## src/rtl/acc_pkg.sv

```systemverilog
package acc_pkg;
    localparam int OPW = 4;

    typedef enum logic [3:0] {
        S_FADR, S_FRD, S_FCAP, S_IRLD, S_DEC,
        S_ORD, S_OCAP, S_EXE, S_OWR, S_CHK
    } state_t;

    typedef enum logic [OPW-1:0] {
        OP_NOP  = 4'd0,  OP_LDA = 4'd1, OP_STA = 4'd2, OP_ADD = 4'd3,
        OP_SUB  = 4'd4,  OP_AND = 4'd5, OP_OR  = 4'd6, OP_XOR = 4'd7,
        OP_JMP  = 4'd8,  OP_LDX = 4'd9, OP_STS = 4'd10, OP_RETI = 4'd15
    } opc_t;
endpackage

```

## src/rtl/acc_alu.sv

```systemverilog
module acc_alu
    import acc_pkg::*;
#(
    parameter int DW = 16
) (
    input  opc_t          op,
    input  logic [DW-1:0] a,
    input  logic [DW-1:0] b,
    output logic [DW-1:0] res,
    output logic          c,
    output logic          v
);
    logic [DW:0] wide;

    always_comb begin
        wide = '0;
        res  = a;
        c    = 1'b0;
        v    = 1'b0;
        unique case (op)
            OP_ADD: begin
                wide = {1'b0, a} + {1'b0, b};
                res  = wide[DW-1:0];
                c    = wide[DW];
                v    = (a[DW-1] == b[DW-1]) && (res[DW-1] != a[DW-1]);
            end
            OP_SUB: begin
                wide = {1'b0, a} - {1'b0, b};
                res  = wide[DW-1:0];
                c    = ~wide[DW];
                v    = (a[DW-1] != b[DW-1]) && (res[DW-1] != a[DW-1]);
            end
            OP_AND: res = a & b;
            OP_OR:  res = a | b;
            OP_XOR: res = a ^ b;
            default: res = a;
        endcase
    end
endmodule

```

## src/rtl/acc_irq_pick.sv

```systemverilog
module acc_irq_pick #(
    parameter int NIRQ       = 4,
    parameter int AW         = 12,
    parameter int VEC_BASE   = 'h40,
    parameter int VEC_STRIDE = 'h10
) (
    input  logic [NIRQ-1:0] pend,
    output logic            any,
    output logic [NIRQ-1:0] grant,
    output logic [AW-1:0]   vec
);
    logic [NIRQ:0] seen;
    assign seen[0] = 1'b0;

    for (genvar i = 0; i < NIRQ; i++) begin : g_prio
        assign grant[i]  = pend[i] & ~seen[i];
        assign seen[i+1] = seen[i] | pend[i];
    end

    assign any = seen[NIRQ];

    always_comb begin
        vec = '0;
        for (int i = 0; i < NIRQ; i++) begin
            if (grant[i]) vec = AW'(VEC_BASE + i * VEC_STRIDE);
        end
    end
endmodule

```

## src/rtl/acc_seq_core.sv

```systemverilog
module acc_seq_core
    import acc_pkg::*;
#(
    parameter int AW         = 12,
    parameter int DW         = AW + 4,
    parameter int NIRQ       = 4,
    parameter int VEC_BASE   = 'h40,
    parameter int VEC_STRIDE = 'h10
) (
    input  logic            clk,
    input  logic            rst_n,
    input  logic [NIRQ-1:0] irq_req,
    output logic [AW-1:0]   mem_addr,
    output logic [DW-1:0]   mem_wdata,
    output logic            mem_rd,
    output logic            mem_wr,
    input  logic [DW-1:0]   mem_rdata,
    output logic            cycle_end,
    output logic            irq_taken
);
    localparam int SRW = 3;

    state_t          st, st_nx;
    logic [AW-1:0]   pc, mar, pc_sh, ix;
    logic [DW-1:0]   mdr, cir, acc, acc_sh;
    logic            carry, ovf, c_sh, v_sh, ie;
    logic [NIRQ-1:0] pend, grant;
    logic            irq_any, take, sr_irq;
    logic [AW-1:0]   vec, operand;
    opc_t            op;
    logic [DW-1:0]   alu_res;
    logic            alu_c, alu_v;

    assign op      = opc_t'(cir[DW-1 -: OPW]);
    assign operand = cir[AW-1:0];
    assign sr_irq  = |pend;
    assign take    = (st == S_CHK) && ie && irq_any;

    acc_alu #(.DW(DW)) u_alu (
        .op(op), .a(acc), .b(mdr), .res(alu_res), .c(alu_c), .v(alu_v)
    );

    acc_irq_pick #(
        .NIRQ(NIRQ), .AW(AW), .VEC_BASE(VEC_BASE), .VEC_STRIDE(VEC_STRIDE)
    ) u_pick (
        .pend(pend), .any(irq_any), .grant(grant), .vec(vec)
    );

    // state register
    always_ff @(posedge clk) begin
        if (!rst_n) st <= S_FADR;
        else        st <= st_nx;
    end

    // next state
    always_comb begin
        st_nx = S_FADR;
        unique case (st)
            S_FADR: st_nx = S_FRD;
            S_FRD:  st_nx = S_FCAP;
            S_FCAP: st_nx = S_IRLD;
            S_IRLD: st_nx = S_DEC;
            S_DEC: begin
                unique case (op)
                    OP_LDA, OP_ADD, OP_SUB, OP_AND,
                    OP_OR, OP_XOR, OP_LDX:        st_nx = S_ORD;
                    OP_STA, OP_STS:               st_nx = S_OWR;
                    default:                      st_nx = S_CHK;
                endcase
            end
            S_ORD:  st_nx = S_OCAP;
            S_OCAP: st_nx = S_EXE;
            S_EXE:  st_nx = S_CHK;
            S_OWR:  st_nx = S_CHK;
            S_CHK:  st_nx = S_FADR;
            default: st_nx = S_FADR;
        endcase
    end

    // register set
    always_ff @(posedge clk) begin
        if (!rst_n) begin
            pc <= '0; mar <= '0; ix <= AW'(1);
            mdr <= '0; cir <= '0; acc <= '0;
            carry <= 1'b0; ovf <= 1'b0; ie <= 1'b1;
            pend <= '0; pc_sh <= '0; acc_sh <= '0;
            c_sh <= 1'b0; v_sh <= 1'b0;
        end else begin
            pend <= (pend & ~(take ? grant : '0)) | irq_req;
            case (st)
                S_FADR: mar <= pc;
                S_FRD:  pc  <= pc + ix;
                S_FCAP: mdr <= mem_rdata;
                S_IRLD: cir <= mdr;
                S_DEC: begin
                    mar <= operand;
                    if (op == OP_JMP) pc <= operand;
                    if (op == OP_RETI) begin
                        pc    <= pc_sh;
                        acc   <= acc_sh;
                        carry <= c_sh;
                        ovf   <= v_sh;
                        ie    <= 1'b1;
                    end
                end
                S_OCAP: mdr <= mem_rdata;
                S_EXE: begin
                    case (op)
                        OP_LDA: acc <= mdr;
                        OP_LDX: ix  <= mdr[AW-1:0];
                        OP_ADD, OP_SUB, OP_AND, OP_OR, OP_XOR: begin
                            acc   <= alu_res;
                            carry <= alu_c;
                            ovf   <= alu_v;
                        end
                        default: ;
                    endcase
                end
                S_CHK: begin
                    if (take) begin
                        pc_sh  <= pc;
                        acc_sh <= acc;
                        c_sh   <= carry;
                        v_sh   <= ovf;
                        pc     <= vec;
                        ie     <= 1'b0;
                    end
                end
                default: ;
            endcase
        end
    end

    // outputs
    always_comb begin
        mem_addr  = mar;
        mem_wdata = (op == OP_STS) ? {{(DW-SRW){1'b0}}, sr_irq, ovf, carry} : acc;
        mem_rd    = 1'b0;
        mem_wr    = 1'b0;
        cycle_end = 1'b0;
        irq_taken = 1'b0;
        unique case (st)
            S_FRD, S_ORD: mem_rd = 1'b1;
            S_OWR:        mem_wr = 1'b1;
            S_CHK: begin
                cycle_end = 1'b1;
                irq_taken = take;
            end
            default: ;
        endcase
    end
endmodule

```

## config.mk

```make
export PLATFORM = sky130hd
export DESIGN_NAME = acc_seq_core
export DESIGN_NICKNAME = d
export VERILOG_FILES = /design/src/rtl/acc_pkg.sv /design/src/rtl/acc_alu.sv /design/src/rtl/acc_irq_pick.sv /design/src/rtl/acc_seq_core.sv
export SDC_FILE = /design/constraint.sdc
export NUM_CORES = 1
export LEC_CHECK = 0
export BUFFER_PORTS_ARGS = -buffer_cell sky130_fd_sc_hd__buf_2
export CORE_ASPECT_RATIO = 0.7
export CORE_MARGIN = 2
export CORE_UTILIZATION = 35
export DETAILED_ROUTE_END_ITERATION = 6
export HOLD_SLACK_MARGIN = 0.02
export PLACE_DENSITY = 0.61
export SLEW_MARGIN = 10
export SYNTH_ARGS = -nofsm -noshare
export SYNTH_HDL_FRONTEND = slang
export SYNTH_HIERARCHICAL = 1
export SYNTH_SLANG_ARGS = --single-unit
```

## constraint.sdc

```tcl
create_clock -name clk -period 10.1 [get_ports clk]
set_clock_uncertainty 0.15 [all_clocks]
set_input_delay 1.515 -clock clk [delete_from_list [all_inputs] [get_ports clk]]
set_output_delay 1.515 -clock clk [all_outputs]
set_load 0.1 [all_outputs]
```

==> metrics.yaml <==
die_w_um: 197.9
ys.flop_type: "dfxtp_1"
cp.arrival_ns: 2.84
antenna_left: 0
worst_pin_slew_ns: 1.082
place_congestion: 0.9368
slew_headroom_pct: 27.30
cts-resized-gates: 0
netlist_instances: 1158
power.leakage_nw: 4.061
finalCritPeriodShare_pct: 44.63
grt_start_max_net_pins: 94
hold_buffers: 0
synth_area_mm2: 0.009215
grt_antenna_before_repair: 0
drtIter0Drc: 772
grt.total_usage_pct: 21.08
finalSetupViolations: 0
area_growth_pct: 10.35
boundaryPins: 54
synth_async_sr_flop_share_pct: 0
finalPower_mw: 1.396
ys_types: 91
cts_buffers: 17
cap_violations: 0
dr_total_vias: 8541
critPathKind: "reg -> out"
fp.dieH_um: 139.8
grtUsageMet3_pct: 5.235
drt-total-wl_um: 28780
rsz0062_at_grt: "no"
power_density_mw_per_mm2: 137.3
nets: 1247
io_buffers: 53
use_met2_pct: 27.28
clkSlewWorstSetupHoldPaths_ns: 0.06
outcome: "finished, final reports clean"
place_area_mm2: 0.009588
drv_slew: 0
detail_route.first_pass.iterations: 6
fin_tns_setup_ns: 0
row_count: 49
cts_tree: "done"
ys_ff_latch: 128
crit_path_start_kind: "flip-flop"
h-tree-depth: 4
routedWlPerCell_um: 19.15
placeableCoreArea_mm2: 0.02575
yosys_warnings: 6
grt_pass1_wl_um: 44630
vdd.ir_drop.worst_mv: 0.1033
initial_core_util_pct: 35.79
routed_via_density: 5.683
cts_setup_buffers: 0
ys_seq_area_share_pct: 27.81
layout-drive-gt1-share_pct: 13.05
die_area_mm2: 0.02766
place_hpwl_um: 19870
grt.busiest_layer: "met1"
post-route-drc-count: 0
synth-edff-count: 0
grt_overflow: 0
grt_pass1_vias: 7605
layout_min_cycle_time_ns: 4.508
cts.sinks: 128
final_area_mm2: 0.01017
grt_util_met1_pct: 33.86
fmax_mhz: 221.8
end_kind: "primary output"
cts_max_path_buffers: 2
clock_latency_ns: 0.44
cp_max_fo: 21
hold_path.class: "reg -> reg"
root_buffer: "clkbuf_16"
syn_area_per_cell_um2: 7.958
antenna_cells: 0
crit_required_ns: 8.44
finalHoldViolCount: 0
metrics by stage:
step	hold WS, ns	worst slack (ns)	cells	util, %
6_report	0.3007	5.592	1503	39.49
5_1_grt	0.3213	5.409	1503	39.49
4_1_cts	0.3009	5.602	1503	39.49
3_5_place_dp	0.2926	6.091	1472	37.24
3_3_place_gp	0.2873	6.150	1472	37.24
2_1_floorplan	0.2810	5.351	1166	-
worst max-delay path, cell delays in order (launching register included):
cell	delay, ns
dfxtp_1	0.78
nor4bb_4	0.64
buf_4	0.33
mux2_2	0.35
buf_2	0.29
sequential cells by signal (all words and copies together) (netlist names), named ones only:
name,cells
acc,16
acc_sh,16
c_sh,1
carry,1
cir,16
ie,1
ix,12
mdr,16
mem_addr,12
ovf,1
pc,12
pc_sh,12
pend,4
st,4
v_sh,1
cells by family (layout without fill, tap and decap cells):
family / after synthesis / after routing / synth area share [%]
buf+inv: 146 / 152 / 7.264
fa+ha+maj: 65 / 65 / 9.070
simple gates: 368 / 368 / 19.08
other cells: 1 / 9 / 0.04069
mux: 69 / 69 / 7.644
xor+xnor: 14 / 14 / 1.331
flops: 128 / 128 / 27.81
compound gates: 367 / 367 / 27.77
per-layer routing:
layer | part of all wire [%] | vias to the layer above
met5 | 0 | -
met4 | 0.87 | 0
met3 | 9.3 | 20
met2 | 37 | 393
met1 | 52 | 4027
li1 | - | 4101
Yosys cell counts (all sizes together), types with 8 or more instances:
cell type,n,area (µm²)
nand2,193,727.0
nand2b,10,70.06
a21boi,65,488.0
nor3,12,60.06
a2111oi,16,140.1
mux2i,58,580.6
nand3,14,70.07
inv,53,198.9
o22ai,9,56.30
o211a,13,130.1
a21o,17,130.1
ha,62,775.7
mux2,11,123.9
buf,46,292.8
a22oi,10,80.07
nor2,56,225.2
clkbuf,46,173.9
nor2b,36,225.2
a21oi,67,350.3
xnor2,8,70.07
o21ai,78,390.4
dfxtp,128,2562
a31o,17,148.9
final cells by class:
| cell class | count | area, µm² |
|---|---|---|
| fillers | 2573 | 15580 |
| multi-input cells | 892 | 6036 |
| repair buffers | 67 | 372.9 |
| flip-flops and latches | 128 | 2562 |
| well taps | 331 | 414.1 |
| clock inverters | 4 | 47.55 |
| inverters | 54 | 202.7 |
| clock buffers | 27 | 533.0 |
layout by cell type, fill, tap and decap left out, types with 25 or more instances in the layout:
| master | count |
|---|---|
| a21oi_1 | 65 |
| nor2_1 | 51 |
| a21boi_0 | 40 |
| ha_1 | 62 |
| buf_2 | 52 |
| dfxtp_1 | 128 |
| mux2i_1 | 58 |
| inv_1 | 49 |
| a21boi_1 | 25 |
| nand2_1 | 192 |
| nor2b_1 | 36 |
| o21ai_0 | 78 |
worst paths after layout:
kind	start	end	slack [ns]	cells after the start
max	cir[15]	mem_wdata[0]	5.59	4
min	acc_sh[11]	acc_sh[11]	0.30	2
max reg2reg	cir[14]	acc[8]	6.24	10
min reg2reg	acc_sh[11]	acc_sh[11]	0.30	2
where the power goes:
part	switching (mW)	total, mW	internal (mW)
Combinational	0.155	0.232	0.0770
Clock	0.234	0.616	0.382
Sequential	0.0241	0.548	0.524
Total	0.413	1.40	0.983
Note: power is estimated with default switching activity, not from simulation.
